File: src/rtl/xirq_pkg.sv
package xirq_pkg;

    // Sense-control encoding per pin
    typedef enum logic [1:0] {
        SENSE_LOW  = 2'b00,
        SENSE_RSVD = 2'b01,
        SENSE_FALL = 2'b10,
        SENSE_RISE = 2'b11
    } sense_e;

    // Pending-flag state per pin
    typedef enum logic {
        PND_IDLE = 1'b0,
        PND_SET  = 1'b1
    } pend_state_e;

endpackage

File: src/rtl/xirq_pin_sync.sv
// Multi-flop synchronizer with a one-cycle history register behind it.
module xirq_pin_sync #(
    parameter int   STAGES    = 2,
    parameter logic RESET_VAL = 1'b1
) (
    input  logic clk,
    input  logic rst_n,
    input  logic pin_i,
    output logic sync_o,
    output logic prev_o
);

    logic [STAGES-1:0] chain_q;
    logic              hist_q;

    always_ff @(posedge clk) begin
        if (!rst_n) begin
            chain_q <= {STAGES{RESET_VAL}};
            hist_q  <= RESET_VAL;
        end else begin
            chain_q <= {chain_q[STAGES-2:0], pin_i};
            // history updates every cycle regardless of sense mode
            hist_q  <= chain_q[STAGES-1];
        end
    end

    assign sync_o = chain_q[STAGES-1];
    assign prev_o = hist_q;

endmodule

File: src/rtl/xirq_edge_decode.sv
// Turns the synchronized pin and its history into a level request and an edge event.
module xirq_edge_decode
    import xirq_pkg::*;
(
    input  logic   sync_i,
    input  logic   prev_i,
    input  sense_e mode_i,
    output logic   level_o,
    output logic   event_o
);

    logic fell;
    logic rose;

    assign fell = prev_i & ~sync_i;
    assign rose = ~prev_i & sync_i;

    always_comb begin
        level_o = 1'b0;
        event_o = 1'b0;
        unique case (mode_i)
            SENSE_LOW:  level_o = ~sync_i;
            SENSE_RSVD: begin
                level_o = 1'b0;
                event_o = 1'b0;
            end
            SENSE_FALL: event_o = fell;
            SENSE_RISE: event_o = rose;
        endcase
    end

endmodule

File: src/rtl/xirq_pend_fsm.sv
// Per-pin pending flag: PND_IDLE --catch--> PND_SET --acknowledge--> PND_IDLE
module xirq_pend_fsm
    import xirq_pkg::*;
(
    input  logic clk,
    input  logic rst_n,
    input  logic event_i,
    input  logic ack_i,
    output logic pend_o
);

    pend_state_e state_q;
    pend_state_e state_d;

    // state register
    always_ff @(posedge clk) begin
        if (!rst_n) state_q <= PND_IDLE;
        else        state_q <= state_d;
    end

    // next-state logic
    always_comb begin
        state_d = state_q;
        unique case (state_q)
            PND_IDLE: if (event_i)            state_d = PND_SET;  // catch
            PND_SET:  if (ack_i && !event_i)  state_d = PND_IDLE; // acknowledge; a new edge wins
        endcase
    end

    // outputs
    always_comb begin
        unique case (state_q)
            PND_IDLE: pend_o = 1'b0;
            PND_SET:  pend_o = 1'b1;
        endcase
    end

endmodule

File: src/rtl/xirq_sense_ctrl.sv
// Top: per-pin synchronizer, sense decode, pending FSM and request gating.
module xirq_sense_ctrl
    import xirq_pkg::*;
#(
    parameter int NUM_PINS    = 2,
    parameter int SYNC_STAGES = 2
) (
    input  logic                  clk,
    input  logic                  rst_n,
    input  logic [NUM_PINS-1:0]   pin_i,
    input  logic [2*NUM_PINS-1:0] sense_cfg_i,
    input  logic [NUM_PINS-1:0]   mask_i,
    input  logic                  gie_i,
    input  logic [NUM_PINS-1:0]   ack_i,
    output logic [NUM_PINS-1:0]   req_o,
    output logic [NUM_PINS-1:0]   pend_o
);

    localparam int CFG_W = 2;

    logic [NUM_PINS-1:0] sync_s;
    logic [NUM_PINS-1:0] prev_s;
    logic [NUM_PINS-1:0] level_s;
    logic [NUM_PINS-1:0] event_s;

    for (genvar i = 0; i < NUM_PINS; i++) begin : g_pin
        sense_e mode;
        assign mode = sense_e'(sense_cfg_i[CFG_W*i +: CFG_W]);

        xirq_pin_sync #(
            .STAGES    (SYNC_STAGES),
            .RESET_VAL (1'b1)
        ) u_sync (
            .clk    (clk),
            .rst_n  (rst_n),
            .pin_i  (pin_i[i]),
            .sync_o (sync_s[i]),
            .prev_o (prev_s[i])
        );

        xirq_edge_decode u_dec (
            .sync_i  (sync_s[i]),
            .prev_i  (prev_s[i]),
            .mode_i  (mode),
            .level_o (level_s[i]),
            .event_o (event_s[i])
        );

        xirq_pend_fsm u_pend (
            .clk     (clk),
            .rst_n   (rst_n),
            .event_i (event_s[i]),
            .ack_i   (ack_i[i]),
            .pend_o  (pend_o[i])
        );

        assign req_o[i] = gie_i & mask_i[i] & (pend_o[i] | level_s[i]);
    end

endmodule

File: config.mk
export PLATFORM = sky130hd
export DESIGN_NAME = xirq_sense_ctrl
export DESIGN_NICKNAME = d
export VERILOG_FILES = /design/src/rtl/xirq_pkg.sv /design/src/rtl/xirq_pin_sync.sv /design/src/rtl/xirq_edge_decode.sv /design/src/rtl/xirq_pend_fsm.sv /design/src/rtl/xirq_sense_ctrl.sv
export SDC_FILE = /design/constraint.sdc
export NUM_CORES = 1
export LEC_CHECK = 0
export CAP_MARGIN = 20
export CORE_AREA = 2 2 39 41
export DETAILED_ROUTE_END_ITERATION = 6
export DIE_AREA = 0 0 41 43
export SYNTH_ARGS = -nofsm -noshare
export SYNTH_HDL_FRONTEND = slang
export SYNTH_SLANG_ARGS = --single-unit
File: constraint.sdc
create_clock -name clk -period 2.9 [get_ports clk]
set_clock_uncertainty 0.15 [all_clocks]
set_input_delay 0.29 -clock clk [delete_from_list [all_inputs] [get_ports clk]]
set_output_delay 0.29 -clock clk [all_outputs]
set_load 0.02 [all_outputs]
==> summary.txt, run 1 <==
Clock network
  • Htree depth: 1
  • Clk buf depth: 2
  • Skew-Pair Late Insertion Delay: 0.25 ns
  • Cts repair resizes: 0
  • Post-CTS Setup Bufs: 0
  • CTS tree: built
  • CTS Root Cell: clkbuf_4
  • Cts bufs inserted: 3
  • CTS sink cnt: 8
  • # hold bufs at CTS: 0
  • Clock-pin slew on the worst setup and hold paths: 0.05 ns

Timing
  • Unrepaired setup endpoints after global routing: false
  • FMAX: 473 MHz
  • Slew Viols, Final: 0
  • Final setup viols: 0
  • Tcrit/Tclk final: 72.8%
  • Hold Vio Cnt, Final: 0
  • Slew HR: 81.6%
  • Worst-Margin Slew: 0.275 ns
  • Final worst slack: 0.788 ns
  • Setup TNS: 0 ns
  • Final min period: 2.11 ns

Synth
  • Post-synthesis cell count: 28
  • Leading area contributor after synthesis: dfxtp_1
  • Asr flop ratio synth: 0%
  • Count leader, synth: dfxtp_1
  • Synthesis-stage register bit count: 8
  • Register area share after synthesis: 50.4%
  • Cell variety after synth: 9
  • Average size of a mapped cell: 11.4 um2
  • Commonest cells post-synth: dfxtp_1, nand2b_1
  • Top-area cell type share of the netlist area: 50.4%
  • Synth warn: 0
  • Syn nets: 41
  • Top cells by area, synth: dfxtp_1, nand2b_1, and4bb_1, and4b_1, o211a_1
  • Synth Flop Type: dfxtp_1
  • Post-synth EDFFs: 0
  • Syn Std Cell Area: 318 um2

Drt
  • DRC: 0
  • Starting DRT DRC Count: 4
  • Final WL: 566 um
  • Via count: 265
  • Post-route ant nets: 0
  • Vias per std cell: 4.34
  • Routed WL per cell: 9.28 um
  • Initial DRT Pass Iterations: 4

Critical path
  • CP Launch Point: sense_cfg_i[1]
  • CP delay by family, top: buffers and inverters
  • Crit path max fanout: 3
  • Kind of critical path: in -> out
  • Most common cell on crit path: clkdlybuf4s50_1
  • Worst EP arrival: 1.67 ns
  • Largest stage delay, worst path: 0.59 ns
  • Reg-to-Reg Start: g_pin[0].u_sync.chain_q[1]$_SDFF_PN1_
  • Buffers plus inverters on the worst setup path: 2
  • Capturing element type of the critical path: output pin
  • CP Data Required Time: 2.46 ns
  • Startpoint Class: primary input
  • Slowest cell on the critical path: clkdlybuf4s50_1
  • Worst path cell trace: clkdlybuf4s50_1 -> nor3_1 -> o211a_1 -> clkdlybuf4s50_1

Outcome
  • Status: finished, final reports clean

Placed design
  • Routability Congestion: 0.517
  • Pre-CTS setup slack: 0.766 ns
  • Area after DPL: 483 um2
  • Port bufs: 16

Pwr
  • Power Dens Cells: 442 nW/um2
  • Worst vdd ir: 0.000248 V
  • Leakage: 0.218 nW
  • Total power: 223 uW

Final layout
  • Synth-to-Final Area Change: 59.1%
  • Final #Nets: 60
  • Final Cell Area: 505 um2
  • Share of layout cells above drive strength 1: 6.67%
  • Ant diodes: 0
  • Layout Utilization: 36.5%

Min path
  • Hold Path Class: reg -> reg
  • Min-Delay Startpoint: g_pin[1].u_sync.chain_q[0]$_SDFF_PN1_

GRT
  • Pin count of the biggest net entering global routing: 9
  • Global-route wire length before repair: 883 um
  • Gr usage total: 8.06%
  • Initial antenna violation count: 0
  • Overflow after GRT: 0
  • Number of global-route vias before repair: 267

Floorplanning
  • DIE AREA: 1760 um2
  • DIE HEIGHT: 43 um
  • Die Wd: 41 um
  • Starting density of the core: 23.0%
  • Cell Rows: 14
  • Num ports: 17
  • Core Area: 1380 um2

Run
  • Max-Cap Viols: 0
[layer usage]
layer  routed length [um]  up-vias  global-route usage [%]
met5                    0        -                       0
met4                    0        0                    4.00
met3                   65        0                    7.85
met2                  276       13                    13.1
met1                  225      117                    5.54
li1                     -      135                       -
[flip-flops by register name (all words and copies together), names as in the netlist]
name	cells
g_pin.u_pend.state_q	2
g_pin.u_sync.prev_o	2
g_pin.u_sync.chain_q	4
[placed cells by master, fill, tap and decap left out, drive strengths merged]
| cell | count |
|---|---|
| and4bb | 2 |
| and4b | 2 |
| o31a | 2 |
| nand2b | 6 |
| dfxtp | 8 |
| nor2b | 2 |
| o211a | 2 |
| clkbuf | 3 |
| clkdlybuf4s50 | 16 |
| nor3 | 2 |
[worst register-to-register path: stages, from the launching register on]
cell,delay (ns)
dfxtp_1,0.35
and4bb_1,0.22
o31a_1,0.23
[area by class of cell]
class	count	area, um2
repair buffers	16	160
multi-input cells	18	143
well taps	16	20.0
flip-flops and latches	8	160
fillers	151	878
clock buffers	3	22.5
[power breakdown]
group	switching [mW]	internal [mW]
clock	0.0338	0.0471
combinational	0.00713	0.0195
sequential	0.00167	0.114
total	0.0426	0.181
[cell families (layout without fill, tap and decap cells)]
| group | Yosys count | count (layout) | share of synthesized area (%) |
|---|---|---|---|
| AO/OA/AOI/OAI | 4 | 4 | 11.8 |
| buffers and inverters | 2 | 19 | 4.72 |
| flip-flops | 8 | 8 | 50.4 |
| AND/OR/NAND/NOR | 14 | 14 | 33.1 |
[metrics by stage]
stage | hold WS, ns | std cells
after global placement | 0.239 | 58
after CTS | 0.255 | 61
after detailed placement | 0.243 | 58
after global routing | 0.298 | 61
final | 0.253 | 61
after floorplan | 0.213 | 28
[final timing paths]
| check | end | slack (ns) | cells past startpoint |
|---|---|---|---|
| worst max-delay path | req_o[0] | 0.79 | 4 |
| worst max register to register | g_pin[0].u_pend.state_q$_SDFF_PN0_ | 1.85 | 2 |
| worst min-delay path | g_pin[1].u_sync.chain_q[1]$_SDFF_PN1_ | 0.25 | 1 |
| worst min register to register | g_pin[1].u_sync.chain_q[1]$_SDFF_PN1_ | 0.25 | 1 |
Note: power is estimated with default switching activity, not from simulation.
==> run 2: changes to the inputs <==
==> constraint.sdc (replaced) <==
create_clock -name clk -period 1.9 [get_ports clk]
set_clock_uncertainty 0.15 [all_clocks]
set_input_delay 0.19 -clock clk [delete_from_list [all_inputs] [get_ports clk]]
set_output_delay 0.19 -clock clk [all_outputs]
set_load 0.02 [all_outputs]
==> run 2 against run 1 <==
Against the previous run: die area did not move; routed wire length rose by 0.18%; count of clock-buffer cells in the layout unchanged; hold slack did not move; critical path depth is the same; non-clock buffer count unchanged; global-route usage unchanged; sequential share of layout area up 0.16 points; register-to-register slack lost 1.0 ns; worst setup slack got worse by 0.53 ns; critical endpoint unchanged.
==> summary.txt, run 2 (same netlist as run 1, synthesis figures left out) <==
Clock network
  • Clk buf depth: 2 (unchanged)
  • CTS tree: built
  • Cts bufs inserted: 3 (unchanged)
  • Skew-Pair Late Insertion Delay: 0.25 ns (about the same)
  • CTS Root Cell: clkbuf_4
  • Htree depth: 1 (unchanged)
  • Clock-pin slew on the worst setup and hold paths: 0.05 ns (about the same)
  • CTS sink cnt: 8 (unchanged)

Critical path
  • Crit path max fanout: 3 (unchanged)
  • Slowest cell on the critical path: clkdlybuf4s50_1
  • Startpoint Class: primary input
  • Capturing element type of the critical path: output pin
  • Largest stage delay, worst path: 0.43 ns (-0.16 ns)
  • Kind of critical path: in -> out
  • R2R depth: 2 (unchanged)
  • Worst path cell trace: clkdlybuf4s50_1 -> nor3_1 -> o211a_1 -> dlygate4sd2_1
  • R2R Setup Slk: 0.85 ns (-1.00 ns)
  • CP Data Required Time: 1.56 ns (-0.90 ns)
  • Worst R2R End: g_pin[0].u_pend.state_q$_SDFF_PN0_
  • Worst EP arrival: 1.30 ns (-0.37 ns)
  • Reg-to-Reg Start: g_pin[0].u_sync.chain_q[1]$_SDFF_PN1_

Pwr
  • Leakage: 0.228 nW (+4.4%)
  • Power Dens Cells: 677 nW/um2 (+53%)
  • Psw: 65.0 uW (+53%)
  • Clk pwr share: 36.3% (about the same)
  • Combinational share of power: 11.8% (about the same)
  • Flop pwr share: 51.9% (about the same)
  • Int Power: 275 uW (+52%)
  • Worst vdd ir: 0.000379 V (+53%)
  • Switching Share: 19.1% (+0.021 points)

Floorplanning
  • Starting density of the core: 23.0% (unchanged)
  • Core Area: 1380 um2 (unchanged)
  • DIE HEIGHT: 43 um (unchanged)
  • Num ports: 17 (unchanged)
  • Die Wd: 41 um (unchanged)
  • DIE AREA: 1760 um2 (unchanged)
  • Cell Rows: 14 (unchanged)

Final layout
  • Ant diodes: 0 (unchanged)
  • Synth-to-Final Area Change: 58.3%
  • Most frequent cells in the layout: clkdlybuf4s50_1, dfxtp_1, nand2b_1, clkbuf_4
  • Share of layout cells above drive strength 1: 6.67% (unchanged)
  • Reg with most FFs: g_pin.u_sync.chain_q
  • Largest register FFs: 4 (unchanged)
  • Commonest non-fill, non-tap cell in the layout: clkdlybuf4s50_1
  • Final #Nets: 60 (unchanged)

Min path
  • Hold Path Class: reg -> reg
  • Min-Delay Startpoint: g_pin[1].u_sync.chain_q[0]$_SDFF_PN1_
  • Hold EP: g_pin[1].u_sync.chain_q[1]$_SDFF_PN1_
  • Hold depth: 1 (unchanged)

Drt
  • Vias per std cell: 4.34 (unchanged)
  • Starting DRT DRC Count: 4 (unchanged)
  • Final WL: 567 um (+0.18%)
  • Initial DRT Pass Iterations: 4 (unchanged)
  • DRC: 0 (unchanged)
  • Routed WL per cell: 9.30 um (+0.18%)
  • Via count: 265 (unchanged)
  • Post-route ant nets: 0 (unchanged)

Timing
  • Tcrit/Tclk final: 86.3%
  • Hold Vio Cnt, Final: 0 (unchanged)
  • Worst-Margin Slew: 0.275 ns (unchanged)
  • Slew HR: 81.6% (unchanged)
  • Setup TNS: 0 ns (unchanged)
  • FMAX: 610 MHz
  • Slew Viols, Final: 0 (unchanged)
  • Final setup viols: 0 (unchanged)
  • Unrepaired setup endpoints after global routing: false
  • Final worst slack: 0.259 ns (-0.528 ns)
  • Final min period: 1.64 ns

GRT
  • Number of global-route vias before repair: 267 (unchanged)
  • Pin count of the biggest net entering global routing: 9 (unchanged)
  • Global-route wire length before repair: 883 um (unchanged)
  • Gr usage total: 8.06% (unchanged)
  • Overflow after GRT: 0 (unchanged)
  • Initial antenna violation count: 0 (unchanged)

Placed design
  • Pre-CTS setup slack: -0.0337 ns (-0.800 ns)
  • Port bufs: 16 (unchanged)
  • Routability Congestion: 0.517 (unchanged)

Outcome
  • Status: finished, final reports clean

Run
  • Max-Cap Viols: 0 (unchanged)
run 2: power by group through the flow:
| stage | clock network, mW | registers, mW | logic (mW) |
|---|---|---|---|
| final | 0.123 | 0.177 | 0.0403 |
| after global placement | 0 | 0.180 | 0.0407 |
| after global routing | 0.146 | 0.177 | 0.0441 |
| after CTS | 0.133 | 0.177 | 0.0412 |
| after detailed placement | 0 | 0.180 | 0.0414 |
| after floorplan | 0 | 0.179 | 0.0106 |
run 2: area by class of cell:
class / count / area [um2]
multi-input combinational: 18 / 143
tap: 16 / 20.0
clock buffer: 3 / 22.5
fill: 150 / 881
sequential: 8 / 160
timing repair buffer: 16 / 158
run 2: worst max path at each step:
| stage | startpoint | endpoint | slack, ns | depth (start not counted) |
|---|---|---|---|---|
| after floorplan | g_pin[0].u_sync.chain_q[1]$_SDFF_PN1_ | g_pin[0].u_pend.state_q$_SDFF_PN0_ | 0.89 | 2 |
| after global placement | sense_cfg_i[1] | req_o[0] | -0.03 | 4 |
| after detailed placement | sense_cfg_i[1] | req_o[0] | -0.03 | 4 |
| after CTS | sense_cfg_i[1] | req_o[0] | 0.24 | 4 |
| after global routing | sense_cfg_i[1] | req_o[0] | 0.16 | 4 |
| final | sense_cfg_i[1] | req_o[0] | 0.26 | 4 |
run 2: routing by layer:
layer | global-route usage [%] | vias to the layer above | part of all wire [%]
met5 | 0 | - | 0
met4 | 4.00 | 0 | 0
met3 | 7.85 | 0 | 12
met2 | 13.1 | 13 | 49
met1 | 5.54 | 117 | 40
li1 | - | 135 | -
run 2: stage by stage:
stage	util, %	hold WS (ns)	cell area [um2]	cells	total power [mW]
2_1_floorplan	-	0.113	318	28	0.190
3_3_place_gp	34.9	0.239	483	58	0.221
3_5_place_dp	34.9	0.243	483	58	0.222
4_1_cts	36.3	0.255	503	61	0.351
5_1_grt	36.3	0.298	503	61	0.368
6_report	36.3	0.253	503	61	0.340
run 2: timing repair:
| action | in CTS | in global routing |
|---|---|---|
| hold buffers | 0 | 0 |
| resized for setup | 2 | 0 |
| setup endpoints to repair | 2 | 0 |
| buffers inserted | 0 | 0 |
run 2: critical path: cells and delay by family:
kind,cells,cell delay (ns)
simple gates,1,0.21
compound gates,1,0.15
buf+inv,2,0.75
==> run 3: changes to the inputs <==
--- a/config.mk
+++ b/config.mk
@@ -6,9 +6,9 @@
 export NUM_CORES = 1
 export LEC_CHECK = 0
 export CAP_MARGIN = 20
-export CORE_AREA = 2 2 39 41
+export CORE_AREA = 5 5 42 44
 export DETAILED_ROUTE_END_ITERATION = 6
-export DIE_AREA = 0 0 41 43
+export DIE_AREA = 0 0 47 49
 export SYNTH_ARGS = -nofsm -noshare
 export SYNTH_HDL_FRONTEND = slang
 export SYNTH_SLANG_ARGS = --single-unit
==> run 3 against run 2 <==
Against the previous run: first-iteration DRC count down 100%; global-route usage down 2.7 points; critical endpoint unchanged; highest routed layer unchanged; die area up 31%; largest power group unchanged; sequential share of layout area unchanged.
==> summary.txt, run 3 (same netlist as run 1, synthesis figures left out) <==
Outcome
  • Status: finished, final reports clean

Min path
  • Min-Delay Startpoint: g_pin[0].u_sync.chain_q[0]$_SDFF_PN1_
  • Hold Path Class: reg -> reg
  • Hold depth: 1 (unchanged)

Timing
  • FMAX: 596 MHz (-2.2%)
  • Slew Viols, Final: 0 (unchanged)
  • Final setup viols: 0 (unchanged)
  • Final min period: 1.68 ns (+0.0374 ns)
  • Unrepaired setup endpoints after global routing: false
  • Worst-Margin Slew: 0.290 ns (+0.0150 ns)
  • Final worst slack: 0.222 ns (-0.0374 ns)
  • Tcrit/Tclk final: 88.3% (+2.0 points)
  • Slew HR: 80.6% (-1.0 points)
  • Hold Vio Cnt, Final: 0 (unchanged)

Floorplanning
  • DIE AREA: 2300 um2 (+31%)
  • Die Wd: 47 um (+15%)
  • DIE HEIGHT: 49 um (+14%)
  • Num ports: 17 (unchanged)
  • Cell Rows: 14 (unchanged)
  • Core Area: 1400 um2 (+1.3%)
  • Starting density of the core: 22.7% (-0.29 points)

Drt
  • Vias per std cell: 4.25 (-2.3%)
  • Via count: 259 (-2.3%)
  • Met2 wire length: 259 um (-5.8%)
  • Starting DRT DRC Count: 0 (-4)
  • Routed WL per cell: 10.0 um (+8.1%)
  • Routed met1 length: 252 um (+12%)
  • Final WL: 613 um (+8.1%)
  • Met3 wire len: 101 um (+53%)
  • Uppermost layer routed: met3
  • DRC: 0 (unchanged)
  • Initial DRT Pass Iterations: 1 (-3)
  • Post-route ant nets: 0 (unchanged)

Final layout
  • Multi-input gate area: 143 um2 (unchanged)
  • Ant diodes: 0 (unchanged)
  • Commonest non-fill, non-tap cell in the layout: clkdlybuf4s50_1
  • Sequential Area: 160 um2 (unchanged)
  • Reg with most FFs: g_pin.u_sync.chain_q
  • Final #Nets: 60 (unchanged)
  • Share of layout cells above drive strength 1: 6.67% (unchanged)
  • Synth-to-Final Area Change: 58.3% (unchanged)
  • Largest register FFs: 4 (unchanged)
  • # fillers: 144 (-4.0%)
  • Most frequent cells in the layout: clkdlybuf4s50_1, dfxtp_1, nand2b_1, clkbuf_4

Critical path
  • CP Data Required Time: 1.56 ns (about the same)
  • Worst EP arrival: 1.34 ns (+0.04 ns)
  • Crit path max fanout: 3 (unchanged)
  • Largest stage delay, worst path: 0.43 ns (about the same)
  • Capturing element type of the critical path: output pin
  • Kind of critical path: in -> out
  • Slowest cell on the critical path: clkdlybuf4s50_1
  • CP Depth: 4 (unchanged)
  • Startpoint Class: primary input
  • CP delay by family, top: buffers and inverters
  • Worst path cell trace: clkdlybuf4s50_1 -> nor3_1 -> o211a_1 -> dlygate4sd2_1
  • CP Launch Point: sense_cfg_i[1]
  • Reg-to-Reg Start: g_pin[0].u_sync.chain_q[1]$_SDFF_PN1_
  • R2R depth: 2 (unchanged)
  • Buffers plus inverters on the worst setup path: 2 (unchanged)

Clock network
  • Clk buf depth: 2 (unchanged)
  • # hold bufs at CTS: 0 (unchanged)
  • CTS sink cnt: 8 (unchanged)
  • Htree depth: 1 (unchanged)
  • Clock-pin slew on the worst setup and hold paths: 0.05 ns (about the same)
  • CTS Root Cell: clkbuf_4
  • Cts bufs inserted: 3 (unchanged)
  • Skew-Pair Late Insertion Delay: 0.24 ns (about the same)
  • CTS tree: built

Pwr
  • Total power: 341 uW (+0.26%)
  • Worst vdd ir: 0.000463 V (+22%)
  • Power Dens Cells: 679 nW/um2 (+0.26%)
  • Leakage: 0.228 nW (unchanged)

Run
  • Max-Cap Viols: 0 (unchanged)

Placed design
  • Post-DP HPWL: 482 um
  • Pre-CTS setup slack: -0.0658 ns (-0.0321 ns)
  • Routability Congestion: 0.538 (+4.0%)
  • Port bufs: 16 (unchanged)

GRT
  • Gr usage total: 5.37% (-2.7 points)
  • Initial antenna violation count: 0 (unchanged)
  • Number of global-route vias before repair: 232 (-13%)
  • Overflow after GRT: 0 (unchanged)
  • Pin count of the biggest net entering global routing: 9 (unchanged)
  • Global-route wire length before repair: 890 um (+0.79%)
run 3: final timing paths:
path                                                              end  slack [ns]
worst max register to register     g_pin[0].u_pend.state_q$_SDFF_PN0_        0.85
worst min register to register  g_pin[0].u_sync.chain_q[1]$_SDFF_PN1_        0.25
worst min-delay path            g_pin[0].u_sync.chain_q[1]$_SDFF_PN1_        0.25
worst max-delay path                                         req_o[0]        0.22
run 3: what timing repair did:
action                     in CTS  in global routing
resized for setup               2                  0
setup endpoints to repair       2                  0
buffers inserted                0                  0
run 3: area by class of cell:
class	instances	share of cell area [%]
tap	16	3.98
multi-input combinational	18	28.4
clock buffer	3	4.48
sequential	8	31.8
timing repair buffer	16	31.3
run 3: per-layer routing:
metal | global-route usage, % | up-vias
met3 | 5.90 | 0
met4 | 0 | 0
met1 | 6.21 | 111
li1 | - | 135
met5 | 0 | -
met2 | 7.24 | 13
run 3: per-stage QoR:
stage                     TNS, ns  cells  hold WS (ns)  cell area [um2]  utilization (%)
after floorplan                 0     28         0.113              318                -
after global placement    -0.0626     58         0.238              483             34.5
after detailed placement   -0.131     58         0.246              483             34.5
after CTS                       0     61         0.258              503             35.9
after global routing            0     61         0.275              503             35.9
final                           0     61         0.254              503             35.9
run 3: power breakdown:
| group | internal, mW | switching (mW) |
|---|---|---|
| clock network | 0.0719 | 0.0525 |
| registers | 0.174 | 0.00256 |
| logic | 0.0294 | 0.0110 |
| total | 0.275 | 0.0660 |
